==> src/rtl/sclk_pkg.sv <==
package sclk_pkg;
  // strobes handed from the control side to the datapath
  typedef struct packed {
    logic accClear;   // empty the accumulator, no tick
    logic accStep;    // add the increment this cycle
  } sclkStrobe_t;
endpackage

==> src/rtl/sclk_ctrl.sv <==
module sclk_ctrl #(
  parameter int CFG_W   = 32,
  parameter int FIELD_W = 11,
  parameter int INC_LSB = 16,
  parameter int DEC_LSB = 0,
  parameter int MIN_DEC = 6
) (
  input  logic                    clk,
  input  logic                    rstN,
  input  logic                    runEn,
  input  logic                    hsMode,
  input  logic [CFG_W-1:0]        cfgNormal,
  input  logic [CFG_W-1:0]        cfgHigh,
  output logic [FIELD_W-1:0]      incVal,
  output logic [FIELD_W-1:0]      decVal,
  output logic                    cfgInvalid,
  output sclk_pkg::sclkStrobe_t   strobes
);
  localparam logic [FIELD_W-1:0] DEC_FLOOR = FIELD_W'(MIN_DEC);

  logic [CFG_W-1:0] normQ, highQ;
  logic             hsQ;
  logic [CFG_W-1:0] selWord;

  // capture the setting only while stopped
  always_ff @(posedge clk or negedge rstN) begin
    if (!rstN) begin
      normQ <= '0;
      highQ <= '0;
      hsQ   <= 1'b0;
    end else if (!runEn) begin
      normQ <= cfgNormal;
      highQ <= cfgHigh;
      hsQ   <= hsMode;
    end
  end

  always_comb begin
    selWord    = hsQ ? highQ : normQ;
    incVal     = selWord[INC_LSB +: FIELD_W];
    decVal     = selWord[DEC_LSB +: FIELD_W];
    cfgInvalid = (decVal <= DEC_FLOOR) || (incVal > decVal);
    strobes.accClear = !runEn;
    strobes.accStep  = runEn && !cfgInvalid && (incVal != '0);
  end

  // captured words stay put across consecutive running cycles
  assert_cfg_frozen_R8: assert property (@(posedge clk) disable iff (!rstN)
    (runEn && $past(runEn)) |-> ($stable(normQ) && $stable(highQ) && $stable(hsQ)));

endmodule

==> src/rtl/sclk_datapath.sv <==
module sclk_datapath #(
  parameter int FIELD_W = 11
) (
  input  logic                    clk,
  input  logic                    rstN,
  input  sclk_pkg::sclkStrobe_t   strobes,
  input  logic [FIELD_W-1:0]      incVal,
  input  logic [FIELD_W-1:0]      decVal,
  input  logic                    xferActive,
  output logic                    tick,
  output logic                    sclOut
);
  localparam int ACC_W = FIELD_W + 1;

  logic [ACC_W-1:0] accQ;
  logic [ACC_W-1:0] sum;
  logic             hit;

  always_comb begin
    sum = accQ + ACC_W'(incVal);
    hit = strobes.accStep && (sum >= ACC_W'(decVal));
  end

  always_ff @(posedge clk or negedge rstN) begin
    if (!rstN) begin
      accQ <= '0;
      tick <= 1'b0;
    end else if (strobes.accClear) begin
      accQ <= '0;
      tick <= 1'b0;
    end else begin
      if (strobes.accStep) accQ <= hit ? (sum - ACC_W'(decVal)) : sum;
      tick <= hit;
    end
  end

  always_ff @(posedge clk or negedge rstN) begin
    if (!rstN)            sclOut <= 1'b1;
    else if (!xferActive) sclOut <= 1'b1;
    else if (tick)        sclOut <= ~sclOut;
  end

  // the remainder always stays below the threshold when a step is taken
  assert_acc_bound_R3: assert property (@(posedge clk) disable iff (!rstN)
    strobes.accStep |-> (accQ < ACC_W'(decVal)));
  // a stopped controller emits nothing
  assert_quiet_stopped_R10: assert property (@(posedge clk) disable iff (!rstN)
    strobes.accClear |=> !tick);
  // idle SCL rests high
  assert_scl_idle_high_R9: assert property (@(posedge clk) disable iff (!rstN)
    !xferActive |=> sclOut);
  // no tick, no SCL movement during a transfer
  assert_scl_hold_R9: assert property (@(posedge clk) disable iff (!rstN)
    (xferActive && !tick) |=> $stable(sclOut));

endmodule

==> src/rtl/scl_tick_gen.sv <==
module scl_tick_gen #(
  parameter int CFG_W   = 32,
  parameter int FIELD_W = 11,
  parameter int INC_LSB = 16,
  parameter int DEC_LSB = 0,
  parameter int MIN_DEC = 6
) (
  input  logic             clk,
  input  logic             rstN,
  input  logic             runEn,
  input  logic             hsMode,
  input  logic [CFG_W-1:0] cfgNormal,
  input  logic [CFG_W-1:0] cfgHigh,
  input  logic             xferActive,
  output logic             tick,
  output logic             sclOut,
  output logic             cfgInvalid
);
  sclk_pkg::sclkStrobe_t strobes;
  logic [FIELD_W-1:0]    incVal;
  logic [FIELD_W-1:0]    decVal;

  sclk_ctrl #(
    .CFG_W(CFG_W), .FIELD_W(FIELD_W), .INC_LSB(INC_LSB),
    .DEC_LSB(DEC_LSB), .MIN_DEC(MIN_DEC)
  ) uCtrl (
    .clk(clk), .rstN(rstN), .runEn(runEn), .hsMode(hsMode),
    .cfgNormal(cfgNormal), .cfgHigh(cfgHigh),
    .incVal(incVal), .decVal(decVal), .cfgInvalid(cfgInvalid),
    .strobes(strobes)
  );

  sclk_datapath #(.FIELD_W(FIELD_W)) uData (
    .clk(clk), .rstN(rstN), .strobes(strobes),
    .incVal(incVal), .decVal(decVal), .xferActive(xferActive),
    .tick(tick), .sclOut(sclOut)
  );

  // an unusable setting never yields a tick
  assert_invalid_silent_R6: assert property (@(posedge clk) disable iff (!rstN)
    cfgInvalid |=> !tick);

endmodule

==> config.mk <==
export PLATFORM = sky130hd
export DESIGN_NAME = scl_tick_gen
export DESIGN_NICKNAME = d
export VERILOG_FILES = /design/src/rtl/sclk_pkg.sv /design/src/rtl/sclk_ctrl.sv /design/src/rtl/sclk_datapath.sv /design/src/rtl/scl_tick_gen.sv
export SDC_FILE = /design/constraint.sdc
export NUM_CORES = 1
export LEC_CHECK = 0
export ABC_CLOCK_PERIOD_IN_PS = 9400
export BUFFER_PORTS_ARGS = -buffer_cell sky130_fd_sc_hd__buf_2
export CELL_PAD_IN_SITES_DETAIL_PLACEMENT = 0
export CELL_PAD_IN_SITES_GLOBAL_PLACEMENT = 1
export CORE_ASPECT_RATIO = 0.6
export CORE_MARGIN = 2
export CORE_UTILIZATION = 45
export DETAILED_ROUTE_END_ITERATION = 8
export GPL_TIMING_DRIVEN = 1
export MAX_ROUTING_LAYER = met4
export PLACE_DENSITY_LB_ADDON = 0.1
export SLEW_MARGIN = 20
export SYNTH_ARGS = -nofsm -noshare
export SYNTH_HDL_FRONTEND = slang
export SYNTH_SLANG_ARGS = --single-unit
==> constraint.sdc <==
create_clock -name clk -period 9.4 [get_ports clk]
set_input_delay 0.94 -clock clk [delete_from_list [all_inputs] [get_ports clk]]
set_output_delay 0.94 -clock clk [all_outputs]
set_load 0.02 [all_outputs]
==> summary.txt, run 1 <==
Die
  • Die area: 9860 sq um
  • Die height: 77.7 um
  • Initial Utilization: 0.471
  • DIE WIDTH: 127 um
  • Core Area: 8650 sq um
  • Row count: 26
  • Io pins: 72

Synthesis
  • Gate Count Post-Synth: 385
  • Synth cell types: 52
  • Mapped cell area: 4080 sq um
  • Seq/Total Area, Yosys: 0.362
  • Syn_nets: 489
  • Post-synthesis register bit count: 59
  • Largest area contributor in the netlist: dfrtp_1
  • Synthesis Warnings: 0
  • Async S/R FF share, synth: 1.00
  • Synth Flop Type: dfrtp_1
  • Synth top area share: 0.356
  • Number of enable-type register cells in the synthesized netlist: 0
  • Post-synth top cells: 58 x dfrtp_1, 58 x mux2_2, 33 x ha_1
  • Syn_area_per_cell: 10.6 sq um
  • Ranking of synthesized cells by area: dfrtp_1 36%, mux2_2 16%, ha_1 10%

Setup path
  • Critical path data arrival time: 5.04 ns
  • Critical path peak fanout: 15
  • Critical path class: reg -> reg
  • Largest stage delay on the critical path: 0.70 ns
  • CP Data Required Time: 9.65 ns
  • CP Cell Sequence: mux2i_1 -> inv_1 -> ha_1 -> fa_1 -> a21oi_1 -> o22ai_1 -> o41ai_4 -> xnor2_1 -> ha_1 -> a21oi_1 -> o211ai_1 -> nor3_1 -> o211a_2 -> mux2_2 -> o21ai_1
  • Worst Setup End Kind: flip-flop
  • Startpoint Class: flip-flop
  • Critical path's slowest cell: dfrtp_1

GRT
  • GR Util All Layers: 0.221
  • Largest net degree at the start of global routing: 60
  • First-pass GRT wire length: 16.3 mm
  • Initial antenna violation count: 0
  • Grt ovf: 0
  • Number of global-route vias before repair: 2980

Timing
  • Slew margin rel.: 0.494
  • Final Hold Fails: 0
  • Min Tclk post-route: 4.79 ns
  • Fmax achieved: 209 MHz
  • WHS: 0.504 ns
  • Slew @ Worst Pin: 0.759 ns
  • Slew Viols, Final: 0
  • Final worst setup slack: 4.61 ns
  • RSZ-0062 raised after global routing: false
  • Setup violations, final: 0
  • Final TNS setup: 0 ns
  • Final worst-path cycle share: 0.509
  • Clk_skew: 0.00710 ns

CTS
  • Post-CTS setup buffers: 0
  • CTS Buf Count: 9
  • Post-CTS Resized: 0
  • Clock-pin slew on the worst setup and hold paths: 0.06 ns
  • Worst-Skew Late Latency: 0.33 ns
  • CTS Sinks: 59
  • Clk root buf: clkbuf_16
  • Hold-fix buffers at CTS: 0
  • CTS tree: done
  • Clock H-tree levels: 3
  • Maximum clock insertion buffer count: 2

Run
  • Max-Cap Viols: 0

Pwr
  • Pwr Density: 354 nW/um^2
  • Static leakage: 2.12 nW
  • Peak VDD IR: 0.197 mV
  • Power, Total: 1.68 mW

Detailed routing
  • Drt drc: 0
  • Final WL: 9.93 mm
  • DRT iter0 DRCs: 210
  • DRT Pass-1 Iters: 4
  • Via Count: 3102
  • Drt wl/cell: 17.9 um
  • Post-route ant nets: 0
  • Post-DR vias/cell: 5.60

Cells and area
  • Nets@finish: 541
  • Fillers: 756
  • Layout Area Growth over Synthesis: 16.6%
  • Diode count: 0
  • Sequential cell area: 1480 sq um
  • Final Instance Area: 4750 sq um
  • Footprint of the multi-input gates: 2480 sq um
  • Share of layout cells above drive strength 1: 0.314

Hold path
  • Min-Delay Path Class: reg -> reg

Status
  • Status: finished clean

Place
  • Dpl hpwl: 7.66 mm
  • Final Wtd Congestion: 0.868
  • Port bufs: 51
  • Pre-CTS setup slack: 4.65 ns
  • Post-DP Area: 4430 sq um
==> report_power, final <==
part / total [mW] / internal [mW] / leakage [nW] / switching, mW
clock network: 0.360 / 0.239 / 0.155 / 0.121
registers: 0.337 / 0.302 / 0.705 / 0.0353
logic: 0.986 / 0.424 / 1.26 / 0.562
total: 1.68 / 0.965 / 2.12 / 0.718
==> critical path, delay by kind of cell, from the launching register on <==
kind,cells,cell delay (ns)
fa+ha+maj,3,1.01
xor+xnor,1,0.21
flops,1,0.70
compound gates,7,1.80
buf+inv,1,0.08
simple gates,1,0.16
mux,2,0.74
==> layout make-up <==
type,count,share of cell area
multi-input combinational,300,0.522
sequential,59,0.311
timing repair buffer,54,0.0584
clock buffer,10,0.0503
tap,112,0.0295
clock inverter,6,0.0187
inverter,13,0.0103
==> state kept, by name, summed over array words and instances, names as in the netlist <==
| name | flops |
|---|---|
| uCtrl.normQ | 22 |
| uData.sclOut | 1 |
| uData.tick | 1 |
| uData.accQ | 12 |
| uCtrl.hsQ | 1 |
| uCtrl.highQ | 22 |
==> stage by stage <==
| step | utilization | instances |
|---|---|---|
| floorplan | - | 385 |
| global placement | 0.511 | 538 |
| detailed placement | 0.511 | 538 |
| CTS | 0.549 | 554 |
| global route | 0.549 | 554 |
| finish | 0.549 | 554 |
==> metal layers <==
metal | up-vias | wire [um] | track usage
met4 | 0 | 78 | 0.0495
met1 | 1471 | 5480 | 0.348
met3 | 7 | 617 | 0.0579
met5 | - | 0 | -
li1 | 1543 | - | -
met2 | 81 | 3750 | 0.277
==> path summary, 6_finish.rpt <==
check | cells after the start | startpoint | endpoint | slack [ns]
setup / recovery | 15 | uCtrl.hsQ$_DFFE_PN0N_ | uData.accQ[1]$_DFFE_PN0P_ | 4.61
hold / removal | 1 | uCtrl.highQ[2]$_DFFE_PN0N_ | uCtrl.highQ[2]$_DFFE_PN0N_ | 0.50
setup reg to reg | 15 | uCtrl.hsQ$_DFFE_PN0N_ | uData.accQ[1]$_DFFE_PN0P_ | 4.61
hold reg to reg | 1 | uCtrl.highQ[2]$_DFFE_PN0N_ | uCtrl.highQ[2]$_DFFE_PN0N_ | 0.50
max in group asynchronous | 2 | rstN | uData.accQ[5]$_DFFE_PN0P_ | 8.13
min in group asynchronous | 2 | rstN | uData.accQ[11]$_DFFE_PN0P_ | 0.73
==> cell families (layout without fill, tap and decap cells) <==
| kind of cell | count (synthesis) | count (layout) | synth area share |
|---|---|---|---|
| buffers and inverters | 26 | 83 | 0.0289 |
| muxes | 78 | 78 | 0.209 |
| DFF | 59 | 59 | 0.362 |
| adders and majority gates | 35 | 35 | 0.111 |
| and+or+nand+nor | 91 | 91 | 0.121 |
| AOI/OAI and AO/OA | 81 | 81 | 0.135 |
| xor gates and xnor gates | 15 | 15 | 0.0322 |
==> placed cells by master, fill, tap and decap left out, types with 11 or more instances in the layout <==
| cell type | netlist | layout |
|---|---|---|
| a21oi_1 | 24 | 24 |
| buf_2 | 4 | 51 |
| dfrtp_1 | 58 | 58 |
| ha_1 | 33 | 33 |
| inv_1 | 13 | 13 |
| mux2_2 | 58 | 58 |
| mux2i_1 | 20 | 20 |
| nand3_1 | 24 | 24 |
| nor2_1 | 24 | 24 |
| o21ai_0 | 12 | 12 |
| o21ai_1 | 11 | 11 |
Note: power is estimated with default switching activity, not from simulation.
==> run 2: changes to the inputs <==
- ABC_CLOCK_PERIOD_IN_PS: 9400 -> 4800
- CORE_UTILIZATION: 45 -> 44
- clock period: 9.4 -> 4.8 ns (I/O delays scaled with it)
==> summary.txt, run 2 (synthesized netlist as in run 1, its figures left out) <==
CTS
  • Worst-Skew Late Latency: 0.33 ns (about the same)
  • CTS tree: done (unchanged)
  • CTS Buf Count: 9 (unchanged)
  • Clk root buf: clkbuf_16 (unchanged)
  • Post-CTS setup buffers: 0 (unchanged)
  • Hold-fix buffers at CTS: 0 (unchanged)
  • Clock-pin slew on the worst setup and hold paths: 0.05 ns (was 0.06 ns)
  • Post-CTS Resized: 0 (unchanged)
  • CTS Sinks: 59 (unchanged)
  • Clock H-tree levels: 3 (unchanged)
  • Maximum clock insertion buffer count: 2 (unchanged)

Detailed routing
  • Post-DR vias/cell: 5.56 (was 5.60)
  • Via Count: 3108 (was 3102)
  • DRT iter0 DRCs: 198 (was 210)
  • Final WL: 9.96 mm (was 9.93 mm)
  • Drt wl/cell: 17.8 um (was 17.9 um)
  • Post-route ant nets: 0 (unchanged)
  • Drt drc: 0 (unchanged)
  • DRT Pass-1 Iters: 4 (unchanged)

Cells and area
  • Share of layout cells above drive strength 1: 0.314 (about the same)
  • Diode count: 0 (unchanged)
  • Nets@finish: 542 (was 541)
  • Final Instance Area: 4730 sq um (was 4750 sq um)
  • Top flop regs: uCtrl.highQ: 22 flops, uCtrl.normQ: 22 flops, uData.accQ: 12 flops (unchanged)
  • Layout Area Growth over Synthesis: 16.1% (was 16.6%)
  • Commonest cells after routing, fill and taps aside: 58 x mux2_2, 58 x dfrtp_1, 51 x buf_2, 33 x ha_1 (unchanged)
  • Non-Filler Instances: 559 (was 554)

GRT
  • Grt ovf: 0 (unchanged)
  • Largest net degree at the start of global routing: 60 (unchanged)
  • GR Util All Layers: 0.216 (was 0.221)
  • Number of global-route vias before repair: 3017 (was 2980)
  • First-pass GRT wire length: 16.0 mm (was 16.3 mm)
  • Initial antenna violation count: 0 (unchanged)

Setup path
  • Register-to-Register Setup Slack: 0.41 ns (was 4.61 ns)
  • Critical path's top delay family: compound AO/OA/AOI/OAI gates (unchanged)
  • Critical path peak fanout: 12 (was 15)
  • Worst Setup SP: uCtrl.hsQ$_DFFE_PN0N_ (unchanged)
  • Critical path's slowest cell: o211a_2 (was dfrtp_1)
  • CP bufs+invs: 1 (unchanged)
  • Critical path data arrival time: 4.57 ns (was 5.04 ns)
  • Critical path class: reg -> reg (unchanged)
  • R2R depth: 15 (unchanged)
  • Crit Reg-Reg Endpoint: uData.accQ[5]$_DFFE_PN0P_ (was uData.accQ[1]$_DFFE_PN0P_)
  • CP Cell Sequence: mux2i_1 -> inv_1 -> ha_1 -> fa_1 -> a21oi_1 -> o22ai_1 -> o41ai_4 -> xnor2_1 -> ha_1 -> a21oi_1 -> o211ai_1 -> nor3_1 -> o211a_2 -> mux2i_1 -> o21ai_1 (was mux2i_1 -> inv_1 -> ha_1 -> fa_1 -> a21oi_1 -> o22ai_1 -> o41ai_4 -> xnor2_1 -> ha_1 -> a21oi_1 -> o211ai_1 -> nor3_1 -> o211a_2 -> mux2_2 -> o21ai_1)
  • RR Startpoint: uCtrl.hsQ$_DFFE_PN0N_ (unchanged)
  • Worst setup endpoint: uData.accQ[5]$_DFFE_PN0P_ (was uData.accQ[1]$_DFFE_PN0P_)
  • Worst Setup End Kind: flip-flop (unchanged)
  • Startpoint Class: flip-flop (unchanged)
  • CP Depth: 15 (unchanged)
  • CP Data Required Time: 4.98 ns (was 9.65 ns)
  • Largest stage delay on the critical path: 0.48 ns (was 0.70 ns)

Place
  • Port bufs: 51 (unchanged)
  • Post-DP Area: 4440 sq um (was 4430 sq um)
  • Final Wtd Congestion: 0.854 (was 0.868)
  • Dpl hpwl: 7.68 mm (was 7.66 mm)
  • Number of cells after detailed placement: 543 (was 538)

Die
  • Die height: 78.6 um (was 77.7 um)
  • Die area: 10100 sq um (was 9860 sq um)
  • Core Area: 9090 sq um (was 8650 sq um)
  • Initial Utilization: 0.449 (was 0.471)
  • DIE WIDTH: 128 um (was 127 um)
  • Row count: 27 (was 26)
  • Io pins: 72 (unchanged)

Timing
  • WHS: 0.265 ns (was 0.504 ns)
  • Final Hold Fails: 0 (unchanged)
  • Fmax achieved: 228 MHz (was 209 MHz)
  • Slew @ Worst Pin: 0.763 ns (was 0.759 ns)
  • Slew Viols, Final: 0 (unchanged)
  • Setup violations, final: 0 (unchanged)
  • Slew margin rel.: 0.491 (was 0.494)
  • Final worst-path cycle share: 0.914 (was 0.509)
  • Min Tclk post-route: 4.39 ns (was 4.79 ns)
  • Clk_skew: 0.00686 ns (was 0.00710 ns)
  • RSZ-0062 raised after global routing: false (unchanged)
  • Final TNS setup: 0 ns (unchanged)

Pwr
  • Static leakage: 2.12 nW (about the same)
  • Peak VDD IR: 0.289 mV (was 0.197 mV)
  • Power, Total: 3.22 mW (was 1.68 mW)
  • Pwr Density: 680 nW/um^2 (was 354 nW/um^2)

Hold path
  • Min-Delay Path Class: in -> reg (was reg -> reg)

Run
  • Max-Cap Viols: 0 (unchanged)

Status
  • Status: finished clean (unchanged)
==> run 2: cell types whose count changed in the layout (fill, tap and decap cells not counted), sizes merged <==
cell and change:
clkbuf +1, buf +1, clkinv +1, clkinvlp -1
bufinv -1
==> run 2: metrics by stage <==
stage	worst slack [ns]	utilization
after floorplan	0.674	-
after global placement	0.485	0.488
after detailed placement	0.444	0.488
after CTS	0.432	0.521
after global routing	0.116	0.521
final	0.410	0.521
==> run 2: per-layer routing <==
layer,wire [um],track usage,up-vias
met1,5500,0.334,1486
met2,3880,0.279,70
met3,468,0.0511,8
li1,-,-,1544
met4,116,0.0473,0
met5,0,-,-
==> run 2: layout make-up <==
cell class	count	area (sq um)
fill	817	4350
multi-input combinational	300	2480
sequential	59	1480
clock buffer	11	243
tap	116	145
clock inverter	5	52.6
inverter	13	48.8
timing repair buffer	55	285
==> run 2: worst min-delay path by stage <==
stage | to | cells after the start | from | slack (ns)
floorplan | uCtrl.highQ[0]$_DFFE_PN0N_ | 0 | rstN | 0.18
global placement | uCtrl.highQ[26]$_DFFE_PN0N_ | 1 | uCtrl.highQ[26]$_DFFE_PN0N_ | 0.48
detailed placement | uCtrl.normQ[1]$_DFFE_PN0N_ | 1 | uCtrl.normQ[1]$_DFFE_PN0N_ | 0.49
CTS | uData.sclOut$_DFFE_PN1P_ | 2 | xferActive | 0.26
global route | uData.sclOut$_DFFE_PN1P_ | 2 | xferActive | 0.27
finish | uData.sclOut$_DFFE_PN1P_ | 2 | xferActive | 0.26
==> run 2: power by group <==
group | switching (mW) | internal (mW)
clock | 0.227 | 0.413
combinational | 1.09 | 0.830
sequential | 0.0647 | 0.591
total | 1.38 | 1.83
==> run 3: changes to the inputs <==
- MAX_ROUTING_LAYER: met4 -> default
- SKIP_LAST_GASP: default -> 1
==> summary.txt, run 3 (synthesized netlist as in run 1, its figures left out) <==
Status
  • Status: finished clean (unchanged)

Cells and area
  • Top flop regs: uCtrl.highQ: 22 flops, uCtrl.normQ: 22 flops, uData.accQ: 12 flops (unchanged)
  • Fillers: 817 (unchanged)
  • Share of layout cells above drive strength 1: 0.314 (unchanged)
  • Layout Area Growth over Synthesis: 16.1% (unchanged)
  • Nets@finish: 542 (unchanged)
  • Fin util: 0.521 (unchanged)
  • Commonest cells after routing, fill and taps aside: 58 x mux2_2, 58 x dfrtp_1, 51 x buf_2, 33 x ha_1 (unchanged)
  • Diode count: 0 (unchanged)

Place
  • Final Wtd Congestion: 0.841 (was 0.854)
  • Dpl hpwl: 7.68 mm (unchanged)
  • Pre-CTS setup slack: 0.444 ns (unchanged)
  • Port bufs: 51 (unchanged)

GRT
  • Initial antenna violation count: 0 (unchanged)
  • Grt ovf: 0 (unchanged)
  • First-pass GRT wire length: 16.0 mm (about the same)
  • GR Util All Layers: 0.210 (was 0.216)
  • Largest net degree at the start of global routing: 60 (unchanged)
  • Number of global-route vias before repair: 3009 (was 3017)

Detailed routing
  • Post-DR vias/cell: 5.50 (was 5.56)
  • DRT iter0 DRCs: 196 (was 198)
  • Drt drc: 0 (unchanged)
  • DRT Pass-1 Iters: 4 (unchanged)
  • Highest Signal Layer: met4 (unchanged)
  • Final WL: 9.97 mm (was 9.96 mm)
  • Drt wl/cell: 17.8 um (about the same)
  • Via Count: 3074 (was 3108)
  • Wl on met1: 5.38 mm (was 5.50 mm)
  • Met3 wire length: 510 um (was 468 um)
  • Metal2 WL: 3.97 mm (was 3.88 mm)
  • Post-route ant nets: 0 (unchanged)

CTS
  • CTS Buf Count: 9 (unchanged)
  • Clock H-tree levels: 3 (unchanged)
  • Worst-Skew Late Latency: 0.33 ns (about the same)
  • Post-CTS Resized: 0 (unchanged)
  • Post-CTS setup buffers: 0 (unchanged)
  • CTS Sinks: 59 (unchanged)
  • Clk root buf: clkbuf_16 (unchanged)
  • Clock-pin slew on the worst setup and hold paths: 0.05 ns (about the same)
  • Maximum clock insertion buffer count: 2 (unchanged)
  • Hold-fix buffers at CTS: 0 (unchanged)
  • CTS tree: done (unchanged)

Timing
  • Min Tclk post-route: 4.36 ns (was 4.39 ns)
  • Final TNS setup: 0 ns (unchanged)
  • Setup violations, final: 0 (unchanged)
  • Final Hold Fails: 0 (unchanged)
  • Fmax achieved: 229 MHz (was 228 MHz)
  • Final worst-path cycle share: 0.909 (was 0.914)
  • Slew @ Worst Pin: 0.752 ns (was 0.763 ns)
  • Final worst setup slack: 0.437 ns (was 0.410 ns)
  • Clk_skew: 0.00773 ns (was 0.00686 ns)
  • Slew Viols, Final: 0 (unchanged)
  • Slew margin rel.: 0.499 (was 0.491)
  • RSZ-0062 raised after global routing: false (unchanged)

Hold path
  • Worst hold start: xferActive (unchanged)
  • Hold depth: 2 (unchanged)
  • Min-Delay Path Class: in -> reg (unchanged)
  • Hold EP: uData.sclOut$_DFFE_PN1P_ (unchanged)

Setup path
  • Critical path class: reg -> reg (unchanged)
  • Critical path data arrival time: 4.55 ns (was 4.57 ns)
  • Crit Reg-Reg Endpoint: uData.accQ[5]$_DFFE_PN0P_ (unchanged)
  • Critical path peak fanout: 12 (unchanged)
  • Largest stage delay on the critical path: 0.48 ns (about the same)
  • Critical path's slowest cell: o211a_2 (unchanged)
  • RR Startpoint: uCtrl.hsQ$_DFFE_PN0N_ (unchanged)
  • Worst Setup End Kind: flip-flop (unchanged)
  • Register-to-Register Setup Slack: 0.44 ns (was 0.41 ns)
  • CP Data Required Time: 4.98 ns (about the same)
  • R2R depth: 15 (unchanged)
  • Worst Setup SP: uCtrl.hsQ$_DFFE_PN0N_ (unchanged)
  • CP Cell Sequence: mux2i_1 -> inv_1 -> ha_1 -> fa_1 -> a21oi_1 -> o22ai_1 -> o41ai_4 -> xnor2_1 -> ha_1 -> a21oi_1 -> o211ai_1 -> nor3_1 -> o211a_2 -> mux2i_1 -> o21ai_1 (unchanged)
  • Startpoint Class: flip-flop (unchanged)

Pwr
  • Pwr Density: 679 nW/um^2 (was 680 nW/um^2)
  • Static leakage: 2.12 nW (unchanged)
  • Peak VDD IR: 0.288 mV (was 0.289 mV)

Die
  • DIE WIDTH: 128 um (unchanged)
  • Io pins: 72 (unchanged)
  • Core Area: 9090 sq um (unchanged)
  • Die height: 78.6 um (unchanged)
  • Initial Utilization: 0.449 (unchanged)
  • Die area: 10100 sq um (unchanged)
  • Row count: 27 (unchanged)

Run
  • Max-Cap Viols: 0 (unchanged)
==> run 3: metrics by stage <==
step	power (mW)	instance area [sq um]	hold WS [ns]	cells
after floorplan	2.16	4080	0.184	385
after global placement	2.54	4440	0.484	543
after detailed placement	2.55	4440	0.493	543
after CTS	3.21	4730	0.256	559
after global routing	3.46	4730	0.266	559
final	3.21	4730	0.262	559
==> run 3: final cells by class <==
class                   count  area [sq um]  share of cell area
multi-input cells         300          2480               0.524
flip-flops and latches     59          1480               0.312
repair buffers             55           285              0.0603
clock buffers              11           243              0.0513
well taps                 116           145              0.0307
clock inverters             5          52.6              0.0111
inverters                  13          48.8              0.0103
==> run 3: worst max-delay path, delay by kind of cell, from the launching register on <==
kind / cells / cell delay, ns
adders and majority gates: 3 / 1.01
muxes: 2 / 0.66
AOI/OAI and AO/OA: 7 / 1.68
DFF: 1 / 0.37
and+or+nand+nor: 1 / 0.18
xor gates and xnor gates: 1 / 0.21
buffers and inverters: 1 / 0.09
==> run 3: metal layers <==
layer / GRT usage / vias to the layer above
met5: 0 / -
met4: 0.0473 / 0
met3: 0.0545 / 6
met2: 0.278 / 54
met1: 0.333 / 1468
li1: - / 1546
==> run 3: report_power, final <==
part           internal [mW]  switching (mW)
Clock                  0.412           0.226
Combinational          0.830            1.09
Sequential             0.591          0.0649
==> run 3: how the worst max path moves through the flow <==
stage	to	slack, ns
5_1_grt	uData.accQ[1]$_DFFE_PN0P_	0.12
6_report	uData.accQ[5]$_DFFE_PN0P_	0.44
3_3_place_gp	uData.accQ[1]$_DFFE_PN0P_	0.49
3_5_place_dp	uData.accQ[1]$_DFFE_PN0P_	0.44
4_1_cts	uData.accQ[0]$_DFFE_PN0P_	0.43
2_1_floorplan	uData.accQ[11]$_DFFE_PN0P_	0.67
